<file path="src/rtl/uirq_pkg.sv">
package uirq_pkg;

   // Fixed source positions; event decoders depend on this order.
   typedef enum int {
      SRC_RX_LEVEL   = 0,
      SRC_TX_LOW     = 1,
      SRC_PARITY     = 2,
      SRC_FRAMING    = 3,
      SRC_RX_OVERRUN = 4,
      SRC_DSR_EDGE   = 5,
      SRC_CTS_EDGE   = 6,
      SRC_BREAK      = 7,
      SRC_RX_IDLE    = 8
   } uirq_src_e;

   localparam int UIRQ_SRC_COUNT = 9;

   localparam int UIRQ_OFS_PEND = 'h04;
   localparam int UIRQ_OFS_MASKED = 'h08;
   localparam int UIRQ_OFS_MASK = 'h0C;
   localparam int UIRQ_OFS_ACK = 'h10;

endpackage

</file>
<file path="src/rtl/irq_sticky_bank.sv">
module irq_sticky_bank #(
   parameter int N = 9
) (
   input  logic         clk,
   input  logic         rst_n,
   input  logic [N-1:0] set_i,
   input  logic [N-1:0] clr_i,
   output logic [N-1:0] q_o
);

   for (genvar i = 0; i < N; i++) begin : g_bit
      always_ff @(posedge clk) begin
         if (!rst_n)
            q_o[i] <= 1'b0;
         else if (set_i[i])
            q_o[i] <= 1'b1;
         else if (clr_i[i])
            q_o[i] <= 1'b0;
      end

      // a pulse leaves its bit set on the next cycle.
      assert_set_sticks_R2: assert property (@(posedge clk) disable iff (!rst_n)
         set_i[i] |=> q_o[i]);

      // a pulse that collides with an acknowledge still wins.
      assert_set_beats_clear_R7: assert property (@(posedge clk) disable iff (!rst_n)
         (set_i[i] && clr_i[i]) |=> q_o[i]);

      // an acknowledge with no pulse drops the bit.
      assert_clear_drops_R6: assert property (@(posedge clk) disable iff (!rst_n)
         (clr_i[i] && !set_i[i]) |=> !q_o[i]);

      // without pulse or acknowledge the bit holds.
      assert_hold_R2: assert property (@(posedge clk) disable iff (!rst_n)
         (!clr_i[i] && !set_i[i]) |=> $stable(q_o[i]));
   end

endmodule

</file>
<file path="src/rtl/irq_mask_reg.sv">
module irq_mask_reg #(
   parameter int N = 9
) (
   input  logic         clk,
   input  logic         rst_n,
   input  logic         we_i,
   input  logic [N-1:0] wdata_i,
   output logic [N-1:0] q_o
);

   always_ff @(posedge clk) begin
      if (!rst_n)
         q_o <= '0;
      else if (we_i)
         q_o <= wdata_i;
   end

   // a mask write lands in the next cycle.
   assert_mask_write_R5: assert property (@(posedge clk) disable iff (!rst_n)
      we_i |=> (q_o == $past(wdata_i)));

   // without a mask write the mask holds.
   assert_mask_hold_R9: assert property (@(posedge clk) disable iff (!rst_n)
      !we_i |=> $stable(q_o));

endmodule

</file>
<file path="src/rtl/irq_read_mux.sv">
module irq_read_mux #(
   parameter int N = 9,
   parameter int DATA_W = 32,
   parameter int ADDR_W = 8,
   parameter int OFS_PEND = 'h04,
   parameter int OFS_MASKED = 'h08,
   parameter int OFS_MASK = 'h0C
) (
   input  logic [ADDR_W-1:0] addr_i,
   input  logic [N-1:0]      pend_i,
   input  logic [N-1:0]      masked_i,
   input  logic [N-1:0]      mask_i,
   output logic [DATA_W-1:0] rdata_o
);

   localparam logic [ADDR_W-1:0] A_PEND = ADDR_W'(OFS_PEND);
   localparam logic [ADDR_W-1:0] A_MASKED = ADDR_W'(OFS_MASKED);
   localparam logic [ADDR_W-1:0] A_MASK = ADDR_W'(OFS_MASK);

   // The acknowledge location and unmapped addresses fall to zero.
   always_comb begin
      rdata_o = '0;
      if (addr_i == A_PEND)
         rdata_o = DATA_W'(pend_i);
      else if (addr_i == A_MASKED)
         rdata_o = DATA_W'(masked_i);
      else if (addr_i == A_MASK)
         rdata_o = DATA_W'(mask_i);
   end

endmodule

</file>
<file path="src/rtl/uart_irq_hub.sv">
module uart_irq_hub
   import uirq_pkg::*;
#(
   parameter int NUM_SRC = UIRQ_SRC_COUNT,
   parameter int ADDR_W = 8,
   parameter int DATA_W = 32,
   parameter int OFS_PEND = UIRQ_OFS_PEND,
   parameter int OFS_MASKED = UIRQ_OFS_MASKED,
   parameter int OFS_MASK = UIRQ_OFS_MASK,
   parameter int OFS_ACK = UIRQ_OFS_ACK
) (
   input  logic               clk,
   input  logic               rst_n,
   input  logic [NUM_SRC-1:0] evt_pulse,
   input  logic [ADDR_W-1:0]  reg_addr,
   input  logic               reg_wr,
   input  logic [NUM_SRC-1:0] reg_wdata,
   output logic [DATA_W-1:0]  reg_rdata,
   output logic               irq
);

   localparam logic [ADDR_W-1:0] A_MASK = ADDR_W'(OFS_MASK);
   localparam logic [ADDR_W-1:0] A_MASKED = ADDR_W'(OFS_MASKED);
   localparam logic [ADDR_W-1:0] A_ACK = ADDR_W'(OFS_ACK);
   localparam int ADDR_SPAN = 1 << ADDR_W;

   // Elaboration-time parameter checks.
   if (NUM_SRC < 1 || NUM_SRC > DATA_W) begin : g_bad_src
      $error("uart_irq_hub: NUM_SRC must lie in 1..DATA_W");
   end
   if (OFS_PEND >= ADDR_SPAN || OFS_MASKED >= ADDR_SPAN ||
       OFS_MASK >= ADDR_SPAN || OFS_ACK >= ADDR_SPAN) begin : g_bad_ofs
      $error("uart_irq_hub: an offset does not fit in ADDR_W");
   end
   if (OFS_PEND == OFS_MASKED || OFS_PEND == OFS_MASK || OFS_PEND == OFS_ACK ||
       OFS_MASKED == OFS_MASK || OFS_MASKED == OFS_ACK || OFS_MASK == OFS_ACK)
   begin : g_dup_ofs
      $error("uart_irq_hub: register offsets must be distinct");
   end

   logic [NUM_SRC-1:0] pend_q;
   logic [NUM_SRC-1:0] mask_q;
   logic [NUM_SRC-1:0] masked;
   logic [NUM_SRC-1:0] ack_vec;
   logic               mask_we;

   assign mask_we = reg_wr && (reg_addr == A_MASK);
   assign ack_vec = (reg_wr && (reg_addr == A_ACK)) ? reg_wdata : '0;

   irq_sticky_bank #(.N(NUM_SRC)) u_pend (
      .clk   (clk),
      .rst_n (rst_n),
      .set_i (evt_pulse),
      .clr_i (ack_vec),
      .q_o   (pend_q)
   );

   irq_mask_reg #(.N(NUM_SRC)) u_mask (
      .clk     (clk),
      .rst_n   (rst_n),
      .we_i    (mask_we),
      .wdata_i (reg_wdata),
      .q_o     (mask_q)
   );

   assign masked = pend_q & mask_q;
   assign irq = |masked;

   irq_read_mux #(
      .N          (NUM_SRC),
      .DATA_W     (DATA_W),
      .ADDR_W     (ADDR_W),
      .OFS_PEND   (OFS_PEND),
      .OFS_MASKED (OFS_MASKED),
      .OFS_MASK   (OFS_MASK)
   ) u_rd (
      .addr_i   (reg_addr),
      .pend_i   (pend_q),
      .masked_i (masked),
      .mask_i   (mask_q),
      .rdata_o  (reg_rdata)
   );

   // the masked read never shows a bit the mask disables.
   assert_masked_in_mask_R4: assert property (@(posedge clk) disable iff (!rst_n)
      (reg_addr == A_MASKED) |-> ((reg_rdata & ~DATA_W'(mask_q)) == '0));

   // a nonzero masked read implies a raised request.
   assert_irq_follows_masked_R8: assert property (@(posedge clk) disable iff (!rst_n)
      ((reg_addr == A_MASKED) && (reg_rdata != '0)) |-> irq);

   // the request is never raised with an all-zero mask.
   assert_irq_needs_mask_R8: assert property (@(posedge clk) disable iff (!rst_n)
      irq |-> (mask_q != '0));

   // the acknowledge location reads zero.
   assert_ack_reads_zero_R9: assert property (@(posedge clk) disable iff (!rst_n)
      (reg_addr == A_ACK) |-> (reg_rdata == '0));

endmodule

</file>
<file path="config.mk">
export PLATFORM = sky130hd
export DESIGN_NAME = uart_irq_hub
export DESIGN_NICKNAME = d
export VERILOG_FILES = /design/src/rtl/uirq_pkg.sv /design/src/rtl/irq_sticky_bank.sv /design/src/rtl/irq_mask_reg.sv /design/src/rtl/irq_read_mux.sv /design/src/rtl/uart_irq_hub.sv
export SDC_FILE = /design/constraint.sdc
export NUM_CORES = 1
export LEC_CHECK = 0
export ABC_AREA = 1
export BUFFER_PORTS_ARGS = -buffer_cell sky130_fd_sc_hd__buf_2
export CAP_MARGIN = 20
export CELL_PAD_IN_SITES_DETAIL_PLACEMENT = 1
export CELL_PAD_IN_SITES_GLOBAL_PLACEMENT = 1
export CORE_AREA = 8 8 75 77
export CTS_CLUSTER_SIZE = 14
export DETAILED_ROUTE_END_ITERATION = 7
export DIE_AREA = 0 0 83 85
export PLACE_DENSITY_LB_ADDON = 0.05
export REMOVE_ABC_BUFFERS = 1
export SYNTH_ARGS = -nofsm -noshare
export SYNTH_HDL_FRONTEND = slang
export SYNTH_SLANG_ARGS = --single-unit
</file>
<file path="constraint.sdc">
create_clock -name clk -period 1.4 [get_ports clk]
set_clock_uncertainty 0.2 [all_clocks]
set_input_delay 0.07 -clock clk [delete_from_list [all_inputs] [get_ports clk]]
set_output_delay 0.07 -clock clk [all_outputs]
set_load 0.01 [all_outputs]
</file>
=== After elaboration in Yosys (flattened, before gate mapping) ===
Index checks and enable logic that the tools add are counted.
W data, S select, Z words.

* Bitwise operators: 1
* Shift operators: 0
* Multipliers: 0
* Add/subtract/negate cells: 0
* Reductions and logical operators: 12
* Equal/unequal tests: 4
* Div/mod/pow operators: 0
* Magnitude comparators: 0
* Multiplexer cells: 22

{| class="wikitable"
|+ Operators by type and width
! kind !! number
|-
| $mux W32 || 2
|-
| $mux W1 || 18
|-
| $mux W9 || 2
|-
| $reduce_bool A2 Y1 || 9
|-
| $eq A8 B4 Y1 const B || 2
|-
| $and A9 B9 Y9 || 1
|-
| $reduce_or A9 Y1 || 1
|-
| $eq A8 B3 Y1 const B || 1
|-
| $eq A8 B5 Y1 const B || 1
|-
| $logic_and A1 B1 Y1 || 2
|}

* ROM bits: 0
* Bits in registers: 18
* Word-level logic and storage cells: 49
* Memories: 0
* Output and inout port bits: 33
* Input bits: 29
* Bits in writable memories: 0
* Latch bits: 0

=== Depth between registers and ports, before layout ===
* Word-level depth: 5
* Mapped depth: 7
* Gate-level depth less buffers: 6

=== By module ===
From an unflattened synthesis, not the netlist that was laid out.

* Cells, all modules: 238
* Area, all modules: 1545.2 sq um

{| class="wikitable"
|+ By module, submodules not included
! module !! cells each !! times used !! area an instance (sq um)
|-
| irq_read_mux || 80 || 1 || 525.5
|-
| irq_mask_reg || 57 || 1 || 446.7
|-
| irq_sticky_bank || 46 || 1 || 330.3
|-
| uart_irq_hub || 55 || 1 || 242.7
|}

=== Least setup slack after synthesis ===
OpenSTA, ideal clock, no wires.

* Path kind: input-to-reg
* Start: input port reg_addr[5]
* End: register u_mask.q_o[6]
* Required time: 1.085 ns
* Stages on the path: 7
* Arrival time: 0.748 ns
* Path buffers: 1
* Slack: 0.337 ns
* Path through: nor2_2 nand3_2 nor2_4 buf_6 nand3_1 nand2_1 nor2_1

* Longest elaborated chain between the ends: 2

{| class="wikitable"
|+ Ends and longest elaborated chain
! element !! line !! source
|-
| start: declaration || uart_irq_hub.sv:15 || <nowiki>input logic [ADDR_W-1:0] reg_addr,</nowiki>
|-
| $eq A8 B4 Y1 || uart_irq_hub.sv:47 || <nowiki>assign mask_we = reg_wr && (reg_addr == A_MASK);</nowiki>
|-
| $logic_and A1 B1 Y1 || uart_irq_hub.sv:47 ||
|-
| end signal: assignment || irq_mask_reg.sv:15 || <nowiki>q_o <= wdata_i;</nowiki>
|-
| end: declaration || irq_mask_reg.sv:8 || <nowiki>output logic [N-1:0] q_o</nowiki>
|}

No other way between the ends.
A chain may end at the register's enable or synchronous reset.

=== Final worst setup path ===
* Start: register u_pend.q_o[2]
* End: output port irq

* Longest elaborated chain between the ends: 2

{| class="wikitable"
|+ Ends and longest elaborated chain
! element !! line !! source
|-
| start: declaration || irq_sticky_bank.sv:8 || <nowiki>output logic [N-1:0] q_o</nowiki>
|-
| start signal: indexed assignment || irq_sticky_bank.sv:14 || <nowiki>q_o[i] <= 1'b0;</nowiki>
|-
| start signal: indexed assignment || irq_sticky_bank.sv:16 || <nowiki>q_o[i] <= 1'b1;</nowiki>
|-
| start signal: indexed assignment || irq_sticky_bank.sv:18 || <nowiki>q_o[i] <= 1'b0;</nowiki>
|-
| $and A9 B9 Y9 || uart_irq_hub.sv:66 || <nowiki>assign masked = pend_q & mask_q;</nowiki>
|-
| $reduce_or A9 Y1 || uart_irq_hub.sv:67 || <nowiki>assign irq = |masked;</nowiki>
|-
| end: declaration || uart_irq_hub.sv:19 || <nowiki>output logic irq</nowiki>
|}

No other way between the ends.

==> flow_results.xml <==
<?xml version="1.0" encoding="UTF-8"?>
<metrics>
  <group name="layout">
    <metric name="finalNonFillerCells" unit="">316</metric>
    <metric name="area_growth" unit="%">35.7</metric>
    <metric name="utilization" unit="">0.387</metric>
    <metric name="final_net_count" unit="">292</metric>
    <metric name="antenna_cells" unit="">0</metric>
    <metric name="fill_cells" unit="">610</metric>
    <metric name="multi_input_comb_area" unit="sq um">696</metric>
    <metric name="seqCellArea" unit="sq um">362</metric>
    <metric name="post_route_cells_drive_above_1_share" unit="">0.233</metric>
  </group>
  <group name="synth">
    <metric name="synthXorXnorAreaFrac" unit="">0</metric>
    <metric name="post_synth_num_cell_types" unit="">19</metric>
    <metric name="synth_top_family_by_area" unit="">simple AND/OR/NAND/NOR gates</metric>
    <metric name="synth_area" unit="sq um">1290</metric>
    <metric name="synth.yosys.warnings" unit="">0</metric>
    <metric name="simple_logic_cell_fraction_of_the_synthesized_area" unit="">0.384</metric>
    <metric name="syn-mean-instance-area" unit="sq um">6.49</metric>
    <metric name="synth_compound_area_frac" unit="">0.0833</metric>
    <metric name="netlist_instances" unit="">199</metric>
    <metric name="yosys-mux-area-fraction" unit="">0</metric>
    <metric name="ys_ff_latch" unit="">18</metric>
    <metric name="synth_fa_ha_area_frac" unit="">0</metric>
    <metric name="synth_sequential_area_ratio" unit="">0.279</metric>
  </group>
  <group name="grt">
    <metric name="grtUsageMet2" unit="">0.227</metric>
    <metric name="met1_usage" unit="">0.144</metric>
    <metric name="number_of_antenna_violations_at_the_first_check_in_global_routing" unit="">0</metric>
    <metric name="gr-total-overflow" unit="">0</metric>
    <metric name="grt_util_all_layers" unit="">0.127</metric>
    <metric name="grt_first_pass_wirelength" unit="microns">7470</metric>
    <metric name="grt.met3_usage" unit="">0.0335</metric>
    <metric name="most_used_layer_global_route" unit="">met2</metric>
    <metric name="pin_count_of_the_biggest_net_entering_global_routing" unit="">28</metric>
    <metric name="first_global_vias" unit="">1521</metric>
  </group>
  <group name="clock_tree">
    <metric name="tritoncts_clock_tree" unit="">done</metric>
    <metric name="cts_setup_buffers" unit="">0</metric>
    <metric name="root_buffer" unit="">clkbuf_8</metric>
    <metric name="number_of_clock_buffers_inserted_by_tritoncts" unit="">3</metric>
    <metric name="clock_sinks" unit="">18</metric>
    <metric name="clock_tree_buf_depth" unit="">2</metric>
    <metric name="worstSkewPairLatency" unit="ns">0.25</metric>
    <metric name="clk_transition_reported_paths" unit="ns">0.08</metric>
    <metric name="cts.htree.levels" unit="">1</metric>
  </group>
  <group name="power_and_ir_drop">
    <metric name="powerDensity" unit="nW/um^2">694</metric>
    <metric name="worst_vdd_rail_ir_drop" unit="mV">0.328</metric>
    <metric name="power.static_leakage" unit="nW">0.898</metric>
  </group>
  <group name="placement">
    <metric name="buffer_ports.inserted" unit="">38</metric>
    <metric name="detailedPlacementHpwl" unit="microns">3380</metric>
    <metric name="place.gp.congestion" unit="">0.755</metric>
    <metric name="detailedPlace.worstSlack" unit="ns">0.101</metric>
    <metric name="numPlacedInstances" unit="">293</metric>
  </group>
  <group name="setup_path">
    <metric name="timing.critical_path.buf_inv" unit="">1</metric>
    <metric name="startpoint_type" unit="">flop</metric>
    <metric name="worstPathMaxFanout" unit="">4</metric>
    <metric name="r2r-end" unit="">u_pend.q_o[6]</metric>
    <metric name="timing.critical_path.to_type" unit="">output port</metric>
    <metric name="rr_worst_depth" unit="">2</metric>
    <metric name="arrival_time_at_the_worst_endpoint" unit="ns">1.22</metric>
    <metric name="reg2reg_slack" unit="ns">0.52</metric>
    <metric name="critical-path-top-delay-family" unit="">flip-flops</metric>
    <metric name="timing.rr.start" unit="">u_pend.q_o[6]</metric>
    <metric name="worstSetupPathType" unit="">flop to output port</metric>
    <metric name="crit_path_cell_trace" unit="">a22o_1 -&gt; nor2_1 -&gt; nand4_1 -&gt; buf_2</metric>
    <metric name="crit_slowest_cell" unit="">dfxtp_2</metric>
    <metric name="crit_required" unit="ns">1.13</metric>
    <metric name="critPathMaxStageDelay" unit="ns">0.34</metric>
  </group>
  <group name="routing">
    <metric name="num_vias" unit="">1435</metric>
    <metric name="routedWlPerCell" unit="microns">14.4</metric>
    <metric name="dr_drc_count" unit="">0</metric>
    <metric name="routed_via_density" unit="">4.54</metric>
    <metric name="route.antenna.remaining_nets" unit="">0</metric>
    <metric name="dr.pass1.iters" unit="">4</metric>
    <metric name="routed_wl" unit="microns">4560</metric>
    <metric name="initialDrtViolationCount" unit="">63</metric>
  </group>
  <group name="sta">
    <metric name="final.setup.worst_slack" unit="ns">-0.0897</metric>
    <metric name="max_transition_viols_final" unit="">0</metric>
    <metric name="finalHoldWorstSlack" unit="ns">0.174</metric>
    <metric name="setup_viol" unit="">1</metric>
    <metric name="hold_viol" unit="">0</metric>
    <metric name="final_min_period_over_clock_period" unit="">1.06</metric>
    <metric name="fmaxAchievable" unit="GHz">0.671</metric>
    <metric name="period_needed" unit="ns">1.49</metric>
    <metric name="grt_setup_unrepaired" unit="">yes</metric>
  </group>
  <group name="status">
    <metric name="status" unit="">finished with violations</metric>
    <metric name="failed_checks" unit="">negative setup slack</metric>
  </group>
  <group name="floorplanning">
    <metric name="std_cell_rows" unit="">25</metric>
    <metric name="floorplan.io_pins" unit="">62</metric>
    <metric name="chipWidth" unit="microns">83</metric>
    <metric name="die_y" unit="microns">85</metric>
    <metric name="core_region_area" unit="sq um">4540</metric>
    <metric name="dieArea" unit="sq um">7060</metric>
    <metric name="initial_core_util" unit="">0.285</metric>
  </group>
  <group name="min_path">
    <metric name="worst_hold_path.num_cells" unit="">4</metric>
    <metric name="worst_hold_startpoint" unit="">reg_wr</metric>
    <metric name="min_path_type" unit="">input port to flop</metric>
    <metric name="hold-path-endpoint" unit="">u_mask.q_o[7]</metric>
  </group>
  <group name="run">
    <metric name="cap_violations" unit="">0</metric>
  </group>
</metrics>
worst max path at each step:
stage,to,depth (start not counted),slack [ns],startpoint
detailed placement,reg_rdata[0],8,0.10,reg_addr[1]
finish,irq,4,-0.09,u_pend.q_o[2]
global placement,reg_rdata[0],8,0.15,reg_addr[5]
floorplan,u_mask.q_o[0],6,0.24,reg_addr[5]
CTS,irq,4,-0.10,u_pend.q_o[2]
global route,irq,4,-0.16,u_pend.q_o[2]
flip-flops by register name, summed over array words and instances (netlist names):
| register | count |
|---|---|
| u_mask.q_o | 9 |
| u_pend.q_o | 9 |
logic make-up (layout without fill, tap and decap cells):
logic type / count (synthesis) / after routing
other: 1 / 23
AO/OA/AOI/OAI: 20 / 20
buffers and inverters: 56 / 97
AND/OR/NAND/NOR: 104 / 104
flip-flops: 18 / 18
layout by cell type (no fill, tap or decap):
| cell type | instances |
|---|---|
| clkinv_1 | 2 |
| nor3_2 | 2 |
| nand3_2 | 2 |
| dlygate4sd3_1 | 19 |
| inv_1 | 25 |
| nor2_4 | 1 |
| buf_4 | 7 |
| buf_2 | 38 |
| a21oi_2 | 1 |
| dfxtp_2 | 1 |
| conb_1 | 23 |
| nand3_1 | 37 |
| nor2_2 | 3 |
| clkbuf_8 | 4 |
| nor2_1 | 11 |
| buf_12 | 2 |
| a21oi_1 | 18 |
| dfxtp_1 | 17 |
| a22o_1 | 1 |
| nand4_1 | 10 |
| nand2_1 | 38 |
worst register-to-register path, stage by stage, from the launching register on:
cell and delay, ns:
dfxtp_1 0.42, nand2_1 0.08, a21oi_1 0.11
routing by layer:
| layer | routed length [microns] | up-vias |
|---|---|---|
| met2 | 2290 | 38 |
| met4 | 21 | 0 |
| met3 | 247 | 2 |
| met1 | 2000 | 667 |
| li1 | - | 728 |
| met5 | 0 | - |
per-stage QoR:
stage                     TNS [ns]  power [mW]  cell area, sq um
after floorplan                  0       0.643              1150
after global placement           0       0.736              1500
after detailed placement         0       0.743              1500
after CTS                   -0.105        1.23              1750
after global routing        -0.162        1.29              1750
final                      -0.0897        1.22              1750
power by group:
part / internal [mW] / switching (mW) / total [mW]
combinational: 0.0987 / 0.126 / 0.224
clock: 0.250 / 0.190 / 0.440
sequential: 0.531 / 0.0211 / 0.552
final cells by class:
class / instances / share of cell area
multi-input combinational: 147 / 0.397
timing repair buffer: 66 / 0.270
sequential: 18 / 0.206
inverter: 27 / 0.0578
tap: 54 / 0.0385
clock buffer: 4 / 0.0314
cells in the mapped netlist:
cell      number  area (sq um)
a21oi_2        1          8.76
nor2_2         3          18.8
clkbuf_4       1          7.51
nand2_1       38           143
nand3_1       38           190
buf_6          2          22.5
nor2_4         1          11.3
buf_4         25           188
nand4_1       10          62.6
clkinv_1       2          7.51
inv_1         25          93.8
a22o_1         1          8.76
a21oi_1       18          90.1
buf_2          1          5.00
nor2_1        11          41.3
conb_1         1          3.75
nand3_2        1          10.0
dfxtp_1       18           360
nor3_2         2          20.0
repair_timing:
item / in CTS / in global routing
hold buffers: 19 / 0
gates resized for setup: 1 / 1
pin swaps: 0 / 0
endpoints found under the hold margin: 18 / 0
setup endpoints to repair: 1 / 4
(Power assumes the default switching activity.)
